==> config.mk <==
export PLATFORM = sky130hd
export DESIGN_NAME = extirq_detect
export DESIGN_NICKNAME = d
export VERILOG_FILES = /design/src/rtl/extirq_pkg.sv /design/src/rtl/extirq_sync.sv /design/src/rtl/extirq_cfg.sv /design/src/rtl/extirq_chan.sv /design/src/rtl/extirq_detect.sv
export SDC_FILE = /design/constraint.sdc
export NUM_CORES = 1
export LEC_CHECK = 0
export ABC_CLOCK_PERIOD_IN_PS = 1200
export BUFFER_PORTS_ARGS = -buffer_cell sky130_fd_sc_hd__buf_4
export CORE_MARGIN = 5
export CORE_UTILIZATION = 40
export CTS_CLUSTER_DIAMETER = 50
export DETAILED_ROUTE_END_ITERATION = 6
export GPL_TIMING_DRIVEN = 0
export PLACE_DENSITY_LB_ADDON = 0.15
export SKIP_LAST_GASP = 1
export SYNTH_ARGS = -nofsm -noshare
export SYNTH_HDL_FRONTEND = slang
export SYNTH_SLANG_ARGS = --single-unit
==> constraint.sdc <==
create_clock -name clk -period 1.2 [get_ports clk]
set_input_delay 0.24 -clock clk [delete_from_list [all_inputs] [get_ports clk]]
set_output_delay 0.24 -clock clk [all_outputs]
set_load 0.005 [all_outputs]
==> src/rtl/extirq_pkg.sv <==
package extirq_pkg;

    localparam int NUM_CH   = 6;
    localparam int NUM_SEL  = 2;
    localparam int NUM_EXT  = NUM_CH - NUM_SEL;
    localparam int EXT_BITS = 2 * NUM_EXT;

    typedef enum logic [1:0] {
        SENSE_LEVEL = 2'b00,
        SENSE_RISE  = 2'b01,
        SENSE_FALL  = 2'b10,
        SENSE_BOTH  = 2'b11
    } sense_e;

    typedef sense_e [NUM_CH-1:0] sense_vec_t;

    // Mode of a channel from the select bits and the shared sensitivity field
    function automatic sense_e chan_sense(input int ch,
                                          input logic [EXT_BITS-1:0] ext,
                                          input logic [NUM_SEL-1:0] sel);
        sense_e m;
        if (ch == 0) begin
            m = sel[0] ? SENSE_FALL : SENSE_LEVEL;
        end else if (ch == 1) begin
            m = sel[1] ? SENSE_BOTH : SENSE_LEVEL;
        end else begin
            m = sense_e'(ext[2*(ch-NUM_SEL) +: 2]);
        end
        return m;
    endfunction

    // Whether a transition between two samples qualifies under a mode
    function automatic logic edge_qualifies(input sense_e m,
                                            input logic prev,
                                            input logic cur);
        logic rise;
        logic fall;
        rise = ~prev & cur;
        fall = prev & ~cur;
        case (m)
            SENSE_RISE: return rise;
            SENSE_FALL: return fall;
            SENSE_BOTH: return rise | fall;
            default:    return 1'b0;
        endcase
    endfunction

endpackage

==> src/rtl/extirq_sync.sv <==
module extirq_sync #(
    parameter int WIDTH  = 6,
    parameter int STAGES = 2
) (
    input  logic             clk,
    input  logic             rst,
    input  logic [WIDTH-1:0] d_i,
    output logic [WIDTH-1:0] q_o
);

    logic [WIDTH-1:0] chain_q [STAGES];

    always_ff @(posedge clk) begin
        if (rst) begin
            for (int s = 0; s < STAGES; s++) begin
                chain_q[s] <= '1;
            end
        end else begin
            chain_q[0] <= d_i;
            for (int s = 1; s < STAGES; s++) begin
                chain_q[s] <= chain_q[s-1];
            end
        end
    end

    assign q_o = chain_q[STAGES-1];

endmodule

==> src/rtl/extirq_cfg.sv <==
module extirq_cfg
    import extirq_pkg::*;
(
    input  logic                clk,
    input  logic                rst,
    input  logic                ext_we_i,
    input  logic [EXT_BITS-1:0] ext_wdata_i,
    input  logic                sel_we_i,
    input  logic [NUM_SEL-1:0]  sel_wdata_i,
    output sense_vec_t          sense_o
);

    logic [EXT_BITS-1:0] ext_q;
    logic [NUM_SEL-1:0]  sel_q;

    always_ff @(posedge clk) begin
        if (rst) begin
            ext_q <= '0;
            sel_q <= '0;
        end else begin
            if (ext_we_i) begin
                ext_q <= ext_wdata_i;
            end
            if (sel_we_i) begin
                sel_q <= sel_wdata_i;
            end
        end
    end

    for (genvar c = 0; c < NUM_CH; c++) begin : g_mode
        assign sense_o[c] = chan_sense(c, ext_q, sel_q);
    end

endmodule

==> src/rtl/extirq_chan.sv <==
module extirq_chan
    import extirq_pkg::*;
(
    input  logic   clk,
    input  logic   rst,
    input  sense_e sense_i,
    input  logic   sync_i,
    input  logic   clr_i,
    output logic   hit_o,
    output logic   req_o
);

    logic prev_q;
    logic flag_q;

    assign hit_o = edge_qualifies(sense_i, prev_q, sync_i);

    always_ff @(posedge clk) begin
        if (rst) begin
            prev_q <= 1'b1;
            flag_q <= 1'b0;
        end else begin
            prev_q <= sync_i;
            if (sense_i == SENSE_LEVEL) begin
                flag_q <= 1'b0;
            end else if (hit_o) begin
                flag_q <= 1'b1;
            end else if (clr_i) begin
                flag_q <= 1'b0;
            end
        end
    end

    assign req_o = (sense_i == SENSE_LEVEL) ? ~sync_i : flag_q;

endmodule

==> src/rtl/extirq_detect.sv <==
module extirq_detect
    import extirq_pkg::*;
#(
    parameter int SYNC_STAGES = 2
) (
    input  logic                clk,
    input  logic                rst,
    input  logic [NUM_CH-1:0]   pin_i,
    input  logic                ext_cfg_we,
    input  logic [EXT_BITS-1:0] ext_cfg_wdata,
    input  logic                sel_we,
    input  logic [NUM_SEL-1:0]  sel_wdata,
    input  logic [NUM_CH-1:0]   clr_i,
    output logic [NUM_CH-1:0]   req_o
);

    logic [NUM_CH-1:0] pin_sync;
    logic [NUM_CH-1:0] edge_hit;
    sense_vec_t        sense;

    extirq_sync #(
        .WIDTH  (NUM_CH),
        .STAGES (SYNC_STAGES)
    ) u_sync (
        .clk (clk),
        .rst (rst),
        .d_i (pin_i),
        .q_o (pin_sync)
    );

    extirq_cfg u_cfg (
        .clk         (clk),
        .rst         (rst),
        .ext_we_i    (ext_cfg_we),
        .ext_wdata_i (ext_cfg_wdata),
        .sel_we_i    (sel_we),
        .sel_wdata_i (sel_wdata),
        .sense_o     (sense)
    );

    for (genvar c = 0; c < NUM_CH; c++) begin : g_chan
        extirq_chan u_chan (
            .clk     (clk),
            .rst     (rst),
            .sense_i (sense[c]),
            .sync_i  (pin_sync[c]),
            .clr_i   (clr_i[c]),
            .hit_o   (edge_hit[c]),
            .req_o   (req_o[c])
        );
    end

endmodule

==> Word level (Yosys, flattened, before mapping) <==
Memory sizes are Yosys's and may differ from the RTL's.
Index checks and enable logic that the tools add are counted.
{ "op_classes": {"reduce_logical": 18, "n_eq_ne": 18, "n_mux": 31, "bitwise": 32} }
{ "ops": {"columns": ["op", "count"], "rows": [
  ["equality test 2 bit, second input constant", 12],
  ["two-way mux 1 bit", 21],
  ["one-hot mux 1 bit (3 select lines)", 6],
  ["AND 1 bit", 12],
  ["equality test 2 x 1 -> 1 bit, second input constant", 6],
  ["logical NOT 2 bit", 6],
  ["two-way mux 6 bit", 2],
  ["NOT 1 bit", 12],
  ["nonzero test 2 bit", 6],
  ["OR reduction 2 bit", 6],
  ["bitwise OR 1 bit", 8],
  ["two-way mux 2 bit", 2]
]} }
{ "word_totals": {"out_inout_bits": 6, "ram_bits": 12, "input_bits": 26, "regBits": 22, "memories": 1, "wordCells": 114} }
{ "memory_table": {"columns": ["name", "words", "word_bits", "read_ports", "rd_clocked_by_memory_dff", "wr", "line", "text"], "rows": [
  ["u_sync.chain_q", 2, 6, 2, 0, 2, "extirq_sync.sv:11", "logic [WIDTH-1:0] chain_q [STAGES];"]
]} }

==> Logic depth before layout (Yosys ltp) <==
{ "logic_depth": {"ltp_word": 5, "depth_mapped": 5, "depth_no_buf": 5} }

==> Hierarchy <==
Synthesis repeated with hierarchy kept, for this count alone.
{ "hier_totals": {"cells_unflattened": 192, "area_unflattened_um2": 1714.1} }
{ "by_module_without_submodules": {"columns": ["module", "n_inst", "cells_each", "seq_area_each_um2", "area_each_um2"], "rows": [
  ["extirq_chan", 6, 21, 40.0, 162.7],
  ["extirq_cfg", 1, 35, 200.2, 372.9],
  ["extirq_sync", 1, 31, 240.2, 365.4]
]} }

==> Worst setup path before layout <==
No wires, ideal clock.
{ "synth_path": {"kind": "register to register", "from": "reg g_chan[5].u_chan.prev_q", "to": "reg g_chan[5].u_chan.flag_q", "stages_incl_launch_ff": 6, "path_slack_ns": 0.094, "arrival_time_ns": 0.984, "synth_period_minus_slack_ns": 1.106, "required_time_ns": 1.078, "n_path_buf": 0, "setup_ns": 0.122, "path_cell_list": "dfxtp_1 -> inv_1 -> ha_1 -> or2_0 -> a211oi_1 -> nor4_1"} }
{ "synth_between": {"elab_chain_len": 5, "elab_cells_between_ends": 7, "classes_between": "mux: 2; bitwise: 4; reduce/logical: 1"} }
{ "synth_rtl": {"columns": ["element", "line", "text"], "rows": [
  ["from (decl)", "extirq_chan.sv:13", "logic prev_q;"],
  ["from (signal assigned)", "extirq_chan.sv:23", "prev_q <= sync_i;"],
  ["NOT 1 bit", "extirq_pkg.sv:38", "rise = ~prev & cur;"],
  ["AND 1 bit", "extirq_pkg.sv:38", null],
  ["bitwise OR 1 bit", "extirq_pkg.sv:43", "SENSE_BOTH: return rise | fall;"],
  ["one-hot mux 1 bit (3 select lines) (*)", "extirq_pkg.sv:40", "case (m)"],
  ["two-way mux 1 bit or nonzero test 2 bit (tied branches)", null, null],
  ["to (signal assigned)", "extirq_chan.sv:25", "flag_q <= 1'b0;"],
  ["to (signal assigned)", "extirq_chan.sv:27", "flag_q <= 1'b1;"],
  ["to (signal assigned)", "extirq_chan.sv:29", "flag_q <= 1'b0;"],
  ["to (decl)", "extirq_chan.sv:14", "logic flag_q;"]
]} }
Every way passes the cells marked *; elsewhere a longest branch is shown, timed or not.
A chain may end at the register's enable or synchronous reset.

==> Worst setup path after layout <==
{ "layout_path": {"from": "reg u_cfg.ext_q[0]", "to": "out req_o[2]"} }
{ "layout_between": {"elab_chain_len": 2} }
{ "layout_rtl": {"columns": ["element", "line", "text"], "rows": [
  ["from (decl)", "extirq_cfg.sv:13", "logic [EXT_BITS-1:0] ext_q;"],
  ["from (signal assigned)", "extirq_cfg.sv:22", "ext_q <= ext_wdata_i;"],
  ["logical NOT 2 bit", "extirq_chan.sv:34", "assign req_o = (sense_i == SENSE_LEVEL) ? ~sync_i : flag_q;"],
  ["two-way mux 1 bit", "extirq_chan.sv:34", null],
  ["to (decl)", "extirq_detect.sv:14", "output logic [NUM_CH-1:0] req_o"]
]} }
No other way between the ends.

==> reports/results.ini <==
[grt]
antenna_found_initial=0
grt_pass1_vias=1095
gr-total-overflow=0
grt_max_degree=11
grt_pass1_wl_mm=4.71
track_usage_pct=12.2

[clock_network]
numCtsBuffers=5
clk_pin_slew_ns=0.09
cts_tree=done
cts_max_level=2
cts.sinks=34
clockBufferDepth=2
cts-root-buf=clkbuf_4
worst_skew_pair.late_latency_ns=0.32

[setup_path]
startpoint_type=flop
cp.arrival_ns=1.09
cp.required_ns=0.96
cp-end-kind=primary output
worstReg2RegStart=u_sync.chain_q[0][11]
r2r-end=g_chan[5].u_chan.flag_q
crit_type=reg -> out
reg2regPathDepth=4
rrSetupSlack_ns=0.01
worst-path-max-fanout=3

[synthesis]
yosysMostFrequentCell=dfxtp_1
yosysTopAreaCellShare_pct=48.6
yosys.area_share.adder_pct=7.14
syn-cell-area_mm2=0.00140
synth_top_cell_by_area=dfxtp_1
synth-compound-area-share_pct=4.38
synth_flop_cell=dfxtp_1
synth_edf_count=0
yosysSeqAreaShare_pct=48.6
synth_cell_types=21
synth.area.mux_share_pct=8.57
synth_nets=182
synth_cells=148
synth-simple-area-share_pct=22.0
synth_xor_area_share_pct=0.625
synth.avg_cell_area_um2=9.47
yosys-top-cells-count=dfxtp_1 (34), nor2_1 (18), or2_2 (18)
synth_top_family_by_area=simple AND/OR/NAND/NOR gates
ys_seq_elements=34
yosysWarnings=0
async_flop_share_pct=0
synth_area_leaders=dfxtp_1 (49%), mux2i_1 (8.6%), or2_2 (8.0%)

[route]
routed-via-count=1073
via_per_inst=4.59
routed.top_layer=met4
wl_met3_um=139
drtIter0Drc=56
wl_met2_mm=1.51
met1_length_mm=1.21
dr.pass1.iters=4
drc=0
drt_wl_total_mm=2.88
final_antenna_net_count=0
routedWlPerCell_um=12.3

[die]
die_y_um=69.2
die_w_um=69.2
rows=21
dieArea_mm2=0.00479
initial_utilization_pct=41.7
ios=32
core_area_mm2=0.00336

[sta]
hold_viol=0
final-setup-viol-count=6
finClkSkew_ns=0.00564
maxSlewViolCount=0
rsz0062_at_grt=yes
relSlewSlack_pct=80.6
fin_ws_ns=-0.132
tightest_slew_ns=0.291
finalCritPeriodShare_pct=111
post-route-min-period_ns=1.33
fmax_mhz=751
hold_ws_ns=0.0957

[pwr]
p_int_mw=1.63
p_seq_share_pct=57.1
ir_drop_mv=0.731
p_clk_share_pct=28.2
total_power_mw=2.12
leakage_nw=0.885
power_frac_comb_pct=14.6
power_density_mw_per_mm2=1130
switchingPower_uw=498
swShare_pct=23.4

[place]
dp_hpwl_mm=1.96
place.gp.congestion=0.810
portBuffers=30

[finish]
n_antenna_cell=0
final_net_count=223
layout-drive-gt1-share_pct=52.1
area_delta_synth_final_pct=34.2

[hold_path]
hold_class=in -> reg
hp-start=pin_i[2]
hold_path_depth=2
whs_endpoint=u_sync.chain_q[0][2]

[job]
cap_violations=0

[outcome]
failed_checks=negative setup slack
run_status=complete, but fails checks

==> critical path, stage by stage, from the launching register on <==
cell and delay (ns):
dfxtp_4 0.36, nor2_4 0.13, nor2_2 0.04, a21oi_1 0.12
buf_4 0.13
==> layout make-up <==
class	count	area [µm²]
repair buffers	40	300
inverters	15	56.3
well taps	46	57.6
flip-flops and latches	34	709
fillers	334	1480
multi-input cells	89	684
clock buffers	6	51.3
plain buffers	4	21.3
==> metal layers <==
metal  vias up  track usage [%]
met2        24             20.6
met3         2             5.51
met1       500             13.2
met4         0             4.99
met5         -                0
li1        547                -
==> power by group through the flow <==
stage	Sequential (mW)	Combinational (mW)	Clock, mW
floorplan	1.23	0.160	0
CTS	1.21	0.291	0.633
global route	1.22	0.346	0.681
detailed placement	1.24	0.276	0
global placement	1.23	0.267	0
finish	1.21	0.310	0.600
==> per-stage QoR <==
step / area, µm² / instances / worst slack [ns] / utilization [%] / setup TNS (ns)
after floorplan: 1400 / 148 / 0.0939 / - / 0
after global placement: 1680 / 224 / 0.0502 / 50.1 / 0
after detailed placement: 1680 / 224 / 0.00884 / 50.1 / 0
after CTS: 1810 / 232 / -0.143 / 53.8 / -0.742
after global routing: 1880 / 234 / -0.216 / 55.9 / -1.17
final: 1880 / 234 / -0.132 / 55.9 / -0.620
==> cell families (layout without fill, tap and decap cells) <==
family / after synthesis / in the layout
mux: 12 / 12
xor+xnor: 1 / 1
flops: 34 / 34
buf+inv: 25 / 65
compound gates: 10 / 10
simple gates: 58 / 58
fa+ha+maj: 8 / 8
==> layout by cell type, fill, tap and decap left out, types with 2 or more instances in the layout <==
master     n
a211oi_2   4
a21oi_1    3
and3b_1    2
buf_4     41
clkbuf_4   5
dfxtp_1   21
dfxtp_2    8
dfxtp_4    5
ha_1       6
inv_1     13
inv_2      2
mux2i_1   11
nand2_1    3
nor2_1    12
nor2_2     2
nor2_4     4
nor2b_1    4
nor3_1     4
nor4_1     3
or2_0      2
or2_1      2
or2_2     18
==> worst max-delay path by stage <==
stage / from / end / slack (ns) / depth (start not counted)
floorplan: g_chan[5].u_chan.prev_q / g_chan[5].u_chan.flag_q / 0.09 / 5
global placement: g_chan[2].u_chan.prev_q / g_chan[2].u_chan.flag_q / 0.05 / 5
detailed placement: g_chan[2].u_chan.prev_q / g_chan[2].u_chan.flag_q / 0.009 / 5
CTS: u_cfg.ext_q[6] / req_o[5] / -0.14 / 4
global route: u_cfg.ext_q[6] / req_o[5] / -0.22 / 4
finish: u_cfg.ext_q[0] / req_o[2] / -0.13 / 4
==> sequential cells by signal (all words and copies together) (netlist names) <==
| register | cells |
|---|---|
| u_cfg.ext_q | 8 |
| u_sync.chain_q | 12 |
| u_cfg.sel_q | 2 |
| g_chan.u_chan.prev_q | 6 |
| g_chan.u_chan.flag_q | 6 |
==> timing repair <==
item,4_1_cts,5_1_grt
resized for setup,24,19
pin swaps,5,11
buffers inserted,8,2
setup endpoints to repair,8,10
hold buffers,0,0
Power figures use the tool's default switching activity.
